**src/rtl/sct_pkg.sv**
```systemverilog
package sct_pkg;
  localparam int DATA_W  = 32;
  localparam int ADDR_W  = 6;
  localparam int MASK_W  = 6;
  localparam int CMP_BIT = 1;
  localparam int FLAG_BIT = 31;
  localparam int PIN_FIELD_W = 6;
  localparam logic [MASK_W-1:0] MASK_RST = 6'h32;

  typedef enum logic [1:0] {
    SEC_SHARED = 2'd0,
    SEC_LOCAL  = 2'd1,
    SEC_OTHER  = 2'd2,
    SEC_USER   = 2'd3
  } sec_e;

  localparam logic [3:0] SH_CFG    = 4'd0;
  localparam logic [3:0] SH_CNT    = 4'd1;
  localparam logic [3:0] SH_CNT_HI = 4'd2;

  localparam logic [3:0] WN_MASK   = 4'd0;
  localparam logic [3:0] WN_MSET   = 4'd1;
  localparam logic [3:0] WN_MCLR   = 4'd2;
  localparam logic [3:0] WN_PEND   = 4'd3;
  localparam logic [3:0] WN_MAP    = 4'd4;
  localparam logic [3:0] WN_PTR    = 4'd5;
  localparam logic [3:0] WN_IDENT  = 4'd6;
  localparam logic [3:0] WN_CMP    = 4'd7;
  localparam logic [3:0] WN_CMP_HI = 4'd8;

  localparam logic [3:0] US_CNT    = 4'd0;

  typedef enum logic [2:0] {
    OP_NONE = 3'd0,
    OP_MSET = 3'd1,
    OP_MCLR = 3'd2,
    OP_MAP  = 3'd3,
    OP_PTR  = 3'd4,
    OP_CMP  = 3'd5
  } slot_op_e;
endpackage

```
**src/rtl/sct_counter.sv**
```systemverilog
module sct_counter #(
  parameter int CNT_W = 32
) (
  input  logic             clk,
  input  logic             rst_n,
  input  logic             cfg_we,
  input  logic             stop_wr,
  input  logic             cnt_we,
  input  logic [CNT_W-1:0] cnt_wdata,
  output logic             stop_q,
  output logic [CNT_W-1:0] count_q
);
  logic             stop_d;
  logic [CNT_W-1:0] count_d;

  always_comb begin
    stop_d  = cfg_we ? stop_wr : stop_q;
    count_d = count_q;
    if (!stop_q) begin
      count_d = count_q + CNT_W'(1);
    end else if (cnt_we) begin
      count_d = cnt_wdata;
    end
  end

  always_ff @(posedge clk or negedge rst_n) begin
    if (!rst_n) begin
      stop_q  <= 1'b0;
      count_q <= '0;
    end else begin
      stop_q  <= stop_d;
      count_q <= count_d;
    end
  end

  assert_run_steps_R1: assert property (@(posedge clk) disable iff (!rst_n)
    !stop_q |=> count_q == $past(count_q) + CNT_W'(1));

  assert_halt_holds_R1: assert property (@(posedge clk) disable iff (!rst_n)
    (stop_q && !cnt_we) |=> $stable(count_q));

  assert_load_when_stopped_R2: assert property (@(posedge clk) disable iff (!rst_n)
    (stop_q && cnt_we) |=> count_q == $past(cnt_wdata));
endmodule

```
**src/rtl/sct_slot.sv**
```systemverilog
module sct_slot
  import sct_pkg::*;
#(
  parameter int NUM_CPU = 4,
  parameter int CNT_W   = 32,
  parameter int MAX_PIN = 5,
  localparam int CPU_W  = (NUM_CPU > 1) ? $clog2(NUM_CPU) : 1,
  localparam int PIN_W  = (MAX_PIN > 0) ? $clog2(MAX_PIN + 1) : 1
) (
  input  logic              clk,
  input  logic              rst_n,
  input  logic              sel,
  input  slot_op_e          op,
  input  logic [DATA_W-1:0] wdata,
  input  logic              running,
  input  logic [CNT_W-1:0]  count,
  output logic [MASK_W-1:0] mask_q,
  output logic              pend_q,
  output logic              flag_q,
  output logic [PIN_W-1:0]  pin_q,
  output logic [CPU_W-1:0]  ptr_q,
  output logic [CNT_W-1:0]  cmp_q,
  output logic              irq
);
  logic [MASK_W-1:0] mask_d;
  logic              pend_d;
  logic              flag_d;
  logic [PIN_W-1:0]  pin_d;
  logic [CPU_W-1:0]  ptr_d;
  logic [CNT_W-1:0]  cmp_d;
  logic              hit;
  logic              wr_cmp;
  logic              pin_ok;
  logic              ptr_ok;

  always_comb begin
    hit    = running && (count == cmp_q);
    wr_cmp = sel && (op == OP_CMP);
    pin_ok = wdata[PIN_FIELD_W-1:0] <= PIN_FIELD_W'(MAX_PIN);
    ptr_ok = wdata < DATA_W'(NUM_CPU);

    mask_d = mask_q;
    flag_d = flag_q;
    pin_d  = pin_q;
    ptr_d  = ptr_q;
    cmp_d  = cmp_q;
    if (sel) begin
      unique case (op)
        OP_MSET: mask_d = mask_q | wdata[MASK_W-1:0];
        OP_MCLR: mask_d = mask_q & ~wdata[MASK_W-1:0];
        OP_MAP: begin
          if (pin_ok) begin
            flag_d = wdata[FLAG_BIT];
            pin_d  = wdata[PIN_W-1:0];
          end
        end
        OP_PTR: begin
          if (ptr_ok) ptr_d = wdata[CPU_W-1:0];
        end
        OP_CMP:  cmp_d = wdata[CNT_W-1:0];
        default: ;
      endcase
    end

    if (wr_cmp) begin
      pend_d = 1'b0;
    end else if (hit) begin
      pend_d = 1'b1;
    end else begin
      pend_d = pend_q;
    end
  end

  always_ff @(posedge clk or negedge rst_n) begin
    if (!rst_n) begin
      mask_q <= MASK_RST;
      pend_q <= 1'b0;
      flag_q <= 1'b1;
      pin_q  <= '0;
      ptr_q  <= '0;
      cmp_q  <= '1;
    end else begin
      mask_q <= mask_d;
      pend_q <= pend_d;
      flag_q <= flag_d;
      pin_q  <= pin_d;
      ptr_q  <= ptr_d;
      cmp_q  <= cmp_d;
    end
  end

  assign irq = pend_q && mask_q[CMP_BIT] && flag_q;

  assert_cmp_write_clears_R4: assert property (@(posedge clk) disable iff (!rst_n)
    (sel && op == OP_CMP) |=> (!pend_q && cmp_q == $past(wdata[CNT_W-1:0])));

  assert_pend_sticky_R3: assert property (@(posedge clk) disable iff (!rst_n)
    (pend_q && !(sel && op == OP_CMP)) |=> pend_q);

  assert_no_match_stopped_R3: assert property (@(posedge clk) disable iff (!rst_n)
    (!running && !pend_q) |=> !pend_q);

  assert_bad_pin_dropped_R7: assert property (@(posedge clk) disable iff (!rst_n)
    (sel && op == OP_MAP && wdata[PIN_FIELD_W-1:0] > PIN_FIELD_W'(MAX_PIN))
      |=> ($stable(pin_q) && $stable(flag_q)));

  assert_ptr_in_range_R8: assert property (@(posedge clk) disable iff (!rst_n)
    int'(ptr_q) < NUM_CPU);
endmodule

```
**src/rtl/sct_regbus.sv**
```systemverilog
module sct_regbus
  import sct_pkg::*;
#(
  parameter int NUM_CPU = 4,
  parameter int CNT_W   = 32,
  parameter int PIN_W   = 3,
  localparam int CPU_W  = (NUM_CPU > 1) ? $clog2(NUM_CPU) : 1
) (
  input  logic                              clk,
  input  logic                              rst_n,
  input  logic                              bus_valid,
  input  logic                              bus_write,
  input  logic [ADDR_W-1:0]                 bus_addr,
  input  logic [CPU_W-1:0]                  bus_cpu,
  input  logic                              stop_q,
  input  logic [CNT_W-1:0]                  count_q,
  input  logic [NUM_CPU-1:0][MASK_W-1:0]    mask_a,
  input  logic [NUM_CPU-1:0]                pend_a,
  input  logic [NUM_CPU-1:0]                flag_a,
  input  logic [NUM_CPU-1:0][PIN_W-1:0]     pin_a,
  input  logic [NUM_CPU-1:0][CPU_W-1:0]     ptr_a,
  input  logic [NUM_CPU-1:0][CNT_W-1:0]     cmp_a,
  output logic                              cfg_we,
  output logic                              cnt_we,
  output logic [NUM_CPU-1:0]                slot_sel,
  output slot_op_e                          slot_op,
  output logic [DATA_W-1:0]                 bus_rdata
);
  sec_e              sec;
  logic [3:0]        ofs;
  logic              cpu_ok;
  logic [CPU_W-1:0]  target;
  logic              win;
  logic              rd_en;
  logic [DATA_W-1:0] rd_d;
  logic [DATA_W-1:0] rdata_d;
  logic [DATA_W-1:0] rdata_q;

  always_comb begin
    sec    = sec_e'(bus_addr[5:4]);
    ofs    = bus_addr[3:0];
    cpu_ok = int'(bus_cpu) < NUM_CPU;
    win    = (sec == SEC_LOCAL) || (sec == SEC_OTHER);
    target = bus_cpu;
    if (sec == SEC_OTHER && cpu_ok) target = ptr_a[bus_cpu];
  end

  // write decode
  always_comb begin
    cfg_we  = 1'b0;
    cnt_we  = 1'b0;
    slot_op = OP_NONE;
    if (bus_valid && bus_write) begin
      if (sec == SEC_SHARED) begin
        cfg_we = (ofs == SH_CFG);
        cnt_we = (ofs == SH_CNT);
      end else if (win && cpu_ok) begin
        unique case (ofs)
          WN_MSET: slot_op = OP_MSET;
          WN_MCLR: slot_op = OP_MCLR;
          WN_MAP:  slot_op = OP_MAP;
          WN_PTR:  slot_op = OP_PTR;
          WN_CMP:  slot_op = OP_CMP;
          default: slot_op = OP_NONE;
        endcase
      end
    end
  end

  for (genvar g = 0; g < NUM_CPU; g++) begin : g_sel
    assign slot_sel[g] = (slot_op != OP_NONE) && (target == CPU_W'(g));
  end

  // read mux
  always_comb begin
    rd_d = '0;
    unique case (sec)
      SEC_SHARED: begin
        if (ofs == SH_CFG) rd_d[0] = stop_q;
        else if (ofs == SH_CNT) rd_d = DATA_W'(count_q);
      end
      SEC_LOCAL, SEC_OTHER: begin
        if (cpu_ok) begin
          unique case (ofs)
            WN_MASK:  rd_d = DATA_W'(mask_a[target]);
            WN_PEND:  rd_d[CMP_BIT] = pend_a[target];
            WN_MAP: begin
              rd_d[FLAG_BIT]  = flag_a[target];
              rd_d[PIN_W-1:0] = pin_a[target];
            end
            WN_PTR:   rd_d = DATA_W'(ptr_a[target]);
            WN_IDENT: rd_d = DATA_W'(target);
            WN_CMP:   rd_d = DATA_W'(cmp_a[target]);
            default:  rd_d = '0;
          endcase
        end
      end
      SEC_USER: begin
        if (ofs == US_CNT) rd_d = DATA_W'(count_q);
      end
      default: rd_d = '0;
    endcase
  end

  always_comb begin
    rd_en   = bus_valid && !bus_write;
    rdata_d = rd_en ? rd_d : rdata_q;
  end

  always_ff @(posedge clk or negedge rst_n) begin
    if (!rst_n) rdata_q <= '0;
    else        rdata_q <= rdata_d;
  end

  assign bus_rdata = rdata_q;

  assert_single_target_R8: assert property (@(posedge clk) disable iff (!rst_n)
    $onehot0(slot_sel));

  assert_sel_needs_write_R8: assert property (@(posedge clk) disable iff (!rst_n)
    (slot_sel != '0) |-> (bus_valid && bus_write));

  assert_cfg_readback_R12: assert property (@(posedge clk) disable iff (!rst_n)
    (bus_valid && !bus_write && sec == SEC_SHARED && ofs == SH_CFG)
      |=> bus_rdata == DATA_W'($past(stop_q)));

  assert_rdata_holds_R12: assert property (@(posedge clk) disable iff (!rst_n)
    !(bus_valid && !bus_write) |=> $stable(bus_rdata));
endmodule

```
**src/rtl/shared_cmp_timer.sv**
```systemverilog
module shared_cmp_timer
  import sct_pkg::*;
#(
  parameter int NUM_CPU = 4,
  parameter int CNT_W   = 32,
  parameter int MAX_PIN = 5,
  localparam int CPU_W  = (NUM_CPU > 1) ? $clog2(NUM_CPU) : 1,
  localparam int PIN_W  = (MAX_PIN > 0) ? $clog2(MAX_PIN + 1) : 1
) (
  input  logic                     clk,
  input  logic                     rst_n,
  input  logic                     bus_valid,
  input  logic                     bus_write,
  input  logic [ADDR_W-1:0]        bus_addr,
  input  logic [CPU_W-1:0]         bus_cpu,
  input  logic [DATA_W-1:0]        bus_wdata,
  output logic [DATA_W-1:0]        bus_rdata,
  output logic [NUM_CPU-1:0]       cmp_irq,
  output logic [NUM_CPU*PIN_W-1:0] cmp_pin
);
  logic [1:0]                   rst_sync_q;
  logic                         core_rst_n;
  logic                         cfg_we;
  logic                         cnt_we;
  logic                         stop_q;
  logic [CNT_W-1:0]             count_q;
  logic [NUM_CPU-1:0]           slot_sel;
  slot_op_e                     slot_op;
  logic [NUM_CPU-1:0][MASK_W-1:0] mask_a;
  logic [NUM_CPU-1:0]           pend_a;
  logic [NUM_CPU-1:0]           flag_a;
  logic [NUM_CPU-1:0][PIN_W-1:0] pin_a;
  logic [NUM_CPU-1:0][CPU_W-1:0] ptr_a;
  logic [NUM_CPU-1:0][CNT_W-1:0] cmp_a;

  // asynchronous assert, synchronous release
  always_ff @(posedge clk or negedge rst_n) begin
    if (!rst_n) rst_sync_q <= 2'b00;
    else        rst_sync_q <= {rst_sync_q[0], 1'b1};
  end
  assign core_rst_n = rst_sync_q[1];

  sct_counter #(.CNT_W(CNT_W)) u_counter (
    .clk       (clk),
    .rst_n     (core_rst_n),
    .cfg_we    (cfg_we),
    .stop_wr   (bus_wdata[0]),
    .cnt_we    (cnt_we),
    .cnt_wdata (bus_wdata[CNT_W-1:0]),
    .stop_q    (stop_q),
    .count_q   (count_q)
  );

  sct_regbus #(.NUM_CPU(NUM_CPU), .CNT_W(CNT_W), .PIN_W(PIN_W)) u_regbus (
    .clk       (clk),
    .rst_n     (core_rst_n),
    .bus_valid (bus_valid),
    .bus_write (bus_write),
    .bus_addr  (bus_addr),
    .bus_cpu   (bus_cpu),
    .stop_q    (stop_q),
    .count_q   (count_q),
    .mask_a    (mask_a),
    .pend_a    (pend_a),
    .flag_a    (flag_a),
    .pin_a     (pin_a),
    .ptr_a     (ptr_a),
    .cmp_a     (cmp_a),
    .cfg_we    (cfg_we),
    .cnt_we    (cnt_we),
    .slot_sel  (slot_sel),
    .slot_op   (slot_op),
    .bus_rdata (bus_rdata)
  );

  for (genvar g = 0; g < NUM_CPU; g++) begin : g_slot
    sct_slot #(.NUM_CPU(NUM_CPU), .CNT_W(CNT_W), .MAX_PIN(MAX_PIN)) u_slot (
      .clk     (clk),
      .rst_n   (core_rst_n),
      .sel     (slot_sel[g]),
      .op      (slot_op),
      .wdata   (bus_wdata),
      .running (!stop_q),
      .count   (count_q),
      .mask_q  (mask_a[g]),
      .pend_q  (pend_a[g]),
      .flag_q  (flag_a[g]),
      .pin_q   (pin_a[g]),
      .ptr_q   (ptr_a[g]),
      .cmp_q   (cmp_a[g]),
      .irq     (cmp_irq[g])
    );
    assign cmp_pin[g*PIN_W +: PIN_W] = pin_a[g];
  end
endmodule

```
**config.mk**
```make
export PLATFORM = sky130hd
export DESIGN_NAME = shared_cmp_timer
export DESIGN_NICKNAME = d
export VERILOG_FILES = /design/src/rtl/sct_pkg.sv /design/src/rtl/sct_counter.sv /design/src/rtl/sct_slot.sv /design/src/rtl/sct_regbus.sv /design/src/rtl/shared_cmp_timer.sv
export SDC_FILE = /design/constraint.sdc
export NUM_CORES = 1
export LEC_CHECK = 0
export CAP_MARGIN = 40
export CORE_ASPECT_RATIO = 1.75
export CORE_MARGIN = 5
export CORE_UTILIZATION = 50
export CTS_CLUSTER_SIZE = 14
export DETAILED_ROUTE_END_ITERATION = 10
export PLACE_DENSITY = 0.78
export SLEW_MARGIN = 20
export SYNTH_ARGS = -nofsm -noshare
export SYNTH_HDL_FRONTEND = slang
export SYNTH_SLANG_ARGS = --single-unit
```
**constraint.sdc**
```tcl
create_clock -name clk -period 7.12 [get_ports clk]
set_input_delay 1.424 -clock clk [delete_from_list [all_inputs] [get_ports clk]]
set_output_delay 1.424 -clock clk [all_outputs]
set_load 0.02 [all_outputs]
```
=== Yosys cells after proc, flatten, opt, wreduce, memory -nomap -nowiden ===
Cells that the tools add are included.

* Bits in read-only memories: 0
* Latch bits: 0
* Memories kept: 0
* Bits of input ports: 44
* Output and inout bits: 48
* Bits in writable memories: 0
* Bits in registers: 247
* Word-level logic and storage cells: 163

* $mul: 0
* Reduce and logical (&&, ||, !) cells: 51
* Muxes and demuxes: 47
* Shift operators: 0
* Equal/unequal tests: 23
* $lt $le $gt $ge: 4
* Bitwise logic cells: 9
* Div/mod/pow operators: 0
* $add $sub $neg: 1

{| class="wikitable"
|+ Operators with widths
! operator !! count
|-
| 2-to-1 mux 32 bit || 5
|-
| == test 32 bit || 4
|-
| case mux 32 bit (3 select lines) || 1
|-
| binary-select mux 32 bit (select 2 bit) || 1
|-
| case mux 28 bit (2 select lines) || 1
|-
| case mux 6 bit (2 select lines) || 4
|-
| adder 32 x 1 -> 32 bit (second input constant) || 1
|-
| less-than comparator 32 x 3 -> 1 bit (second input constant) || 1
|-
| 2-to-1 mux 31 bit || 1
|-
| bitwise AND 6 bit || 4
|-
| OR 6 bit || 4
|-
| AND reduction 3 bit || 8
|-
| logical AND 1 bit || 22
|-
| == test 4 x 3 -> 1 bit (second input constant) || 4
|-
| AND reduction 2 bit || 8
|-
| 2-to-1 mux 1 bit || 15
|-
| case mux 3 bit (5 select lines) || 1
|-
| binary-select mux 6 bit (select 2 bit) || 1
|-
| 2-to-1 mux 3 bit || 4
|-
| nonzero test 2 bit || 5
|-
| binary-select mux 2 bit (select 2 bit) || 2
|-
| == test 2 bit (second input constant) || 4
|-
| == test 4 x 2 -> 1 bit (second input constant) || 2
|-
| binary-select mux 3 bit (select 2 bit) || 1
|-
| 22 further kinds || 31
|}

=== Depth between registers and ports, before layout ===
* Depth in word-level cells: 9
* Gate-level depth with buffers: 12
* Depth with buffers taken out: 9

=== Modules after synthesis ===
From an unflattened synthesis, not the netlist that was laid out.

* Cells, all modules: 1,321
* Area total of the unflattened synthesis: 14,714.1 um^2

{| class="wikitable"
|+ Modules (own cells, without submodules)
! module !! cells an instance !! times used !! seq. area each (um^2) !! area each (um^2)
|-
| sct_slot || 174 || 4 || 1,171.1 || 2,253.4
|-
| sct_regbus || 372 || 1 || 800.8 || 3,438.3
|-
| sct_counter || 249 || 1 || 825.8 || 2,204.6
|-
| shared_cmp_timer || 4 || 1 || 50.0 || 57.6
|}

=== Worst setup path before layout ===
No wires, ideal clock.

* Path type: in2reg
* From: input bus_addr[4]
* To: register g_slot[1].u_slot.pin_q[0]
* Cell stages on the path: 7
* Path buffers: 0
* Required time: 6.995 ns
* Data arrival time: 3.369 ns
* Setup time: 0.125 ns
* Slack: 3.626 ns
* Cell sequence: inv_1 -> ha_1 -> nand4b_1 -> or4_1 -> a211o_1 -> nor3_2 -> mux2_2

* Cells in the longest elaborated chain, start to end: 8
* Elaborated cells on any way between the ends: 13
* Those cells by class: eq/ne (4); mux (4); reduce/logical (5)

{| class="wikitable"
|+ RTL lines
! what !! line !! text
|-
| from (decl) || shared_cmp_timer.sv:14 || <nowiki>input logic [ADDR_W-1:0] bus_addr,</nowiki>
|-
| == test 2 x 1 -> 1 bit or == test 2 bit (tied branches) || sct_regbus.sv:43, sct_regbus.sv:45 ||
|-
| logical OR 1 bit || sct_regbus.sv:43 || <nowiki>win = (sec == SEC_LOCAL) || (sec == SEC_OTHER);</nowiki>
|-
| 2-to-1 mux 3 bit || sct_regbus.sv:57 || <nowiki>end else if (win && cpu_ok) begin</nowiki>
|-
| 2-to-1 mux 3 bit || sct_regbus.sv:54 || <nowiki>if (sec == SEC_SHARED) begin</nowiki>
|-
| 2-to-1 mux 3 bit || sct_regbus.sv:53 || <nowiki>if (bus_valid && bus_write) begin</nowiki>
|-
| nonzero test 3 bit || sct_regbus.sv:71 || <nowiki>assign slot_sel[g] = (slot_op != OP_NONE) && (target == CPU_W'(g));</nowiki>
|-
| logical AND 1 bit || sct_regbus.sv:71 ||
|-
| AND reduction 3 bit (no line) (*) || n/a ||
|-
| to (signal assigned) || sct_slot.sv:86 || <nowiki>pin_q <= pin_d;</nowiki>
|-
| to (decl) || sct_slot.sv:20 || <nowiki>output logic [PIN_W-1:0] pin_q,</nowiki>
|}

Every way passes the cells marked *; elsewhere a longest branch is shown, timed or not.
A chain may end at the register's enable or synchronous reset.

=== Worst setup path after layout ===
* From: input bus_cpu[1]
* To: register u_regbus.rdata_q[3] (netlist: u_regbus.bus_rdata[3])

* Cells in the longest elaborated chain, start to end: 7
* Elaborated cells on any way between the ends: 9
* Those cells by class: mux (9)

{| class="wikitable"
|+ RTL lines
! what !! line !! text
|-
| from (decl) || shared_cmp_timer.sv:15 || <nowiki>input logic [CPU_W-1:0] bus_cpu,</nowiki>
|-
| binary-select mux 2 bit (select 2 bit) || sct_regbus.sv:45 || <nowiki>if (sec == SEC_OTHER && cpu_ok) target = ptr_a[bus_cpu];</nowiki>
|-
| 2-to-1 mux 2 bit (not written as such) || sct_regbus.sv:45 ||
|-
| 2-to-1 mux 2 bit (*) || sct_regbus.sv:45 ||
|-
| binary-select mux 32 bit (select 2 bit) or binary-select mux 6 bit (select 2 bit) (tied branches) || sct_regbus.sv:93, sct_regbus.sv:85 ||
|-
| 2-to-1 mux 32 bit (not written as such) or 2-to-1 mux 6 bit (tied branches) || sct_regbus.sv:93, sct_regbus.sv:85 ||
|-
| case mux 28 bit (2 select lines) (*) || sct_regbus.sv:84 || <nowiki>unique case (ofs)</nowiki>
|-
| case mux 32 bit (3 select lines) (*) || sct_regbus.sv:77 || <nowiki>unique case (sec)</nowiki>
|-
| to (signal assigned) || sct_regbus.sv:112 || <nowiki>else rdata_q <= rdata_d;</nowiki>
|-
| to (decl) || sct_regbus.sv:37 || <nowiki>logic [DATA_W-1:0] rdata_q;</nowiki>
|}

Every way passes the cells marked *; elsewhere a longest branch is shown, timed or not. The select of a mux whose other input is x is not followed.

==> flow_summary.ini <==
[run_status]
status = complete, no violations

[run]
max-cap-violations = 0

[placed_design]
portBuffers = 91
hpwlAfterDp_um = 30200
gp_congestion = 1.02

[clock_tree]
clock_path_buffers = 3
ctsResizeCount = 0
clk_pin_slew_ps = 60
postCtsHoldBufs = 0
tritoncts = yes
cts_made_buffers = 24
post_cts_buffers = 0
cts_root_buf = clkbuf_16
worstSkewPairLatency_ps = 540
htree_num_levels = 1
cts_sinks = 247

[synth]
async_reset_ff_share_pct = 100
synth_fa_ha_area_share_pct = 0.361
yosys_warnings = 0
synth_cells = 1232
synthTopCellsByArea = dfstp_2 (27%), dfrtp_1 (19%), mux2_2 (13%), xor2_1 (7.1%), mux4_2 (5.5%)
synth_edf_count = 0
synth_top_area_cell = dfstp_2
synth_top_family_by_area = multiplexers
syn_nets = 1280
post_synth_num_cell_types = 70
ys_ff_latch = 247
synth_ff_type = dfstp_2
yosysMostFrequentCell = mux2_2
syn_avg_cell_area_um2 = 11.3
synth-xor-area-share_pct = 8.27
synth-compound-area-share_pct = 9.45
yosysSeqAreaShare_pct = 45.9
synth_top_area_share_pct = 27.3
synth_common_cells = mux2_2 (159), dfstp_2 (144), nand2_1 (115)
syn_area_um2 = 13900
synthSimpleGateAreaFrac_pct = 11.9
synth_mux_area_share_pct = 20.0

[timing]
maxSlewViolCount = 0
slew_headroom_pct = 39.2
min_period_ps = 4330
setup-violations-final = 0
finalSetupTns_ps = 0
worstMarginPinSlew_ps = 903
clock_skew_ps = 12.2
timing.final.crit_share_pct = 60.8
fmax_mhz = 231
hold_violations = 0
rsz0062_at_grt = no

[worst_setup_path]
cp_max_fo = 24
critPathLaunchType = primary input
critPathCaptureType = register
crit_type = primary input to register
critical_path_arrival_ps = 4740
critPathRequiredTime_ps = 7530

[floorplanning]
dieWidth_um = 136
num_rows = 80
die_area_um2 = 31300
ios = 92
die_height_um = 230
core-area_um2 = 27300
start_util_pct = 50.7

[layout]
fillers = 2250
fin_nets = 1315
syn_to_final_growth_pct = 14.5
drive_above_1_share_pct = 33.5
diodes = 0

[global_route]
gr-usage-all-layers_pct = 26.8
antenna_found_initial = 0
grt_pass1_vias = 10800
grt_pass1_wl_um = 64400
grt_overflow = 0
grt_max_degree = 65

[drt]
wire_per_inst_um = 25.3
first_pass_iters = 5
via_count = 10400
ant_nets = 0
wl_um = 41800
drt-initial-drc-count = 867
remaining_drc_errors = 0
viasPerCell = 6.31

[worst_hold_path]
hold_path.class = register to async pin

[power_and_ir_drop]
p_per_area_nw_per_um2 = 227
power_w = 0.00360
p_leak_nw = 6.83
peakVddDrop_v = 0.000189
area by class of cell:
class	count	area (um2)	share of cell area (%)
tap	369	462	2.91
sequential	247	6360	40.1
multi-input combinational	866	6950	43.8
inverter	12	45.0	0.284
timing repair buffer	116	1220	7.67
clock buffer	35	733	4.62
clock inverter	9	97.6	0.615
cell usage in the layout, fill, tap and decap left out, drive strengths merged, types with 6 or more instances in the layout:
cell and count:
a211oi 12, a21oi 61, a22oi 25, a31oi 34
a41oi 6, and3 15, buf 25, clkbuf 35
clkdlybuf4s50 91, clkinv 6, dfrtp 103, dfstp 144
inv 12, mux2 160, mux2i 19, mux4 34
nand2 117, nand3 31, nand4 18, nor2 43
nor2b 6, nor3 23, nor4 42, o21ai 19
o22ai 6, xnor2 18, xor2 113
power by group:
part	total [W]	switching [W]	internal [W]
clock	0.00134	0.000552	0.000786
combinational	0.000585	0.000350	0.000235
sequential	0.00168	0.000162	0.00152
final timing paths:
check | from | to | slack [ps] | cells after the start
min | rst_sync_q[1]$_DFF_PN0_ | u_regbus.bus_rdata[9]$_DFFE_PN0P_ | 260 | 0
max reg2reg | g_slot[0].u_slot.ptr_q[1]$_DFFE_PN0P_ | g_slot[0].u_slot.cmp_q[8]$_DFFE_PN1P_ | 4170 | 8
min reg2reg | rst_sync_q[1]$_DFF_PN0_ | u_regbus.bus_rdata[9]$_DFFE_PN0P_ | 260 | 0
max in group asynchronous | rst_sync_q[1]$_DFF_PN0_ | g_slot[1].u_slot.cmp_q[22]$_DFFE_PN1P_ | 5540 | 3
max | bus_cpu[1] | u_regbus.bus_rdata[3]$_DFFE_PN0P_ | 2790 | 8
min in group clk | rst_sync_q[0]$_DFF_PN0_ | rst_sync_q[1]$_DFF_PN0_ | 350 | 0
kinds of logic (layout without fill, tap and decap cells):
family | Yosys count | in the layout
xor+xnor | 131 | 131
other cells | 1 | 1
buf+inv | 119 | 172
simple gates | 319 | 319
mux | 213 | 213
fa+ha+maj | 4 | 4
flops | 247 | 247
compound gates | 198 | 198
worst max-delay path: stages:
cell             delay, ps
clkdlybuf4s50_1        830
mux2_1                 240
nand2_2                170
a21boi_4               570
buf_4                  510
mux4_2                 580
a221oi_1               270
a21oi_1                110
layer usage:
metal  vias to the layer above  part of all wire [%]  global-route usage (%)
met2                       451                    51                    46.3
met1                      5257                    34                    29.4
met5                         -                     0                       0
li1                       4566                     -                       -
met4                         0                   9.1                    19.7
met3                       162                   5.7                    4.16
per-stage QoR:
stage	utilization, %	hold slack (ps)	instance area (um2)	setup slack, ps	std cells
floorplan	-	331	13900	3200	1232
global placement	54.3	337	14800	2120	1599
finish	58.1	265	15900	2790	1654
detailed placement	54.8	270	15000	2260	1606
global route	58.1	302	15900	2550	1654
CTS	57.8	279	15800	2830	1650
sequential cells by signal (all words and copies together) (netlist names), named ones only:
| signal | count |
|---|---|
| g_slot.u_slot.pin_q | 12 |
| u_counter.stop_q | 1 |
| g_slot.u_slot.flag_q | 4 |
| rst_sync_q | 2 |
| u_regbus.bus_rdata | 32 |
| g_slot.u_slot.pend_q | 4 |
| u_counter.count_q | 32 |
| g_slot.u_slot.cmp_q | 128 |
| g_slot.u_slot.ptr_q | 8 |
No activity file was read; power rests on OpenSTA's default activity.
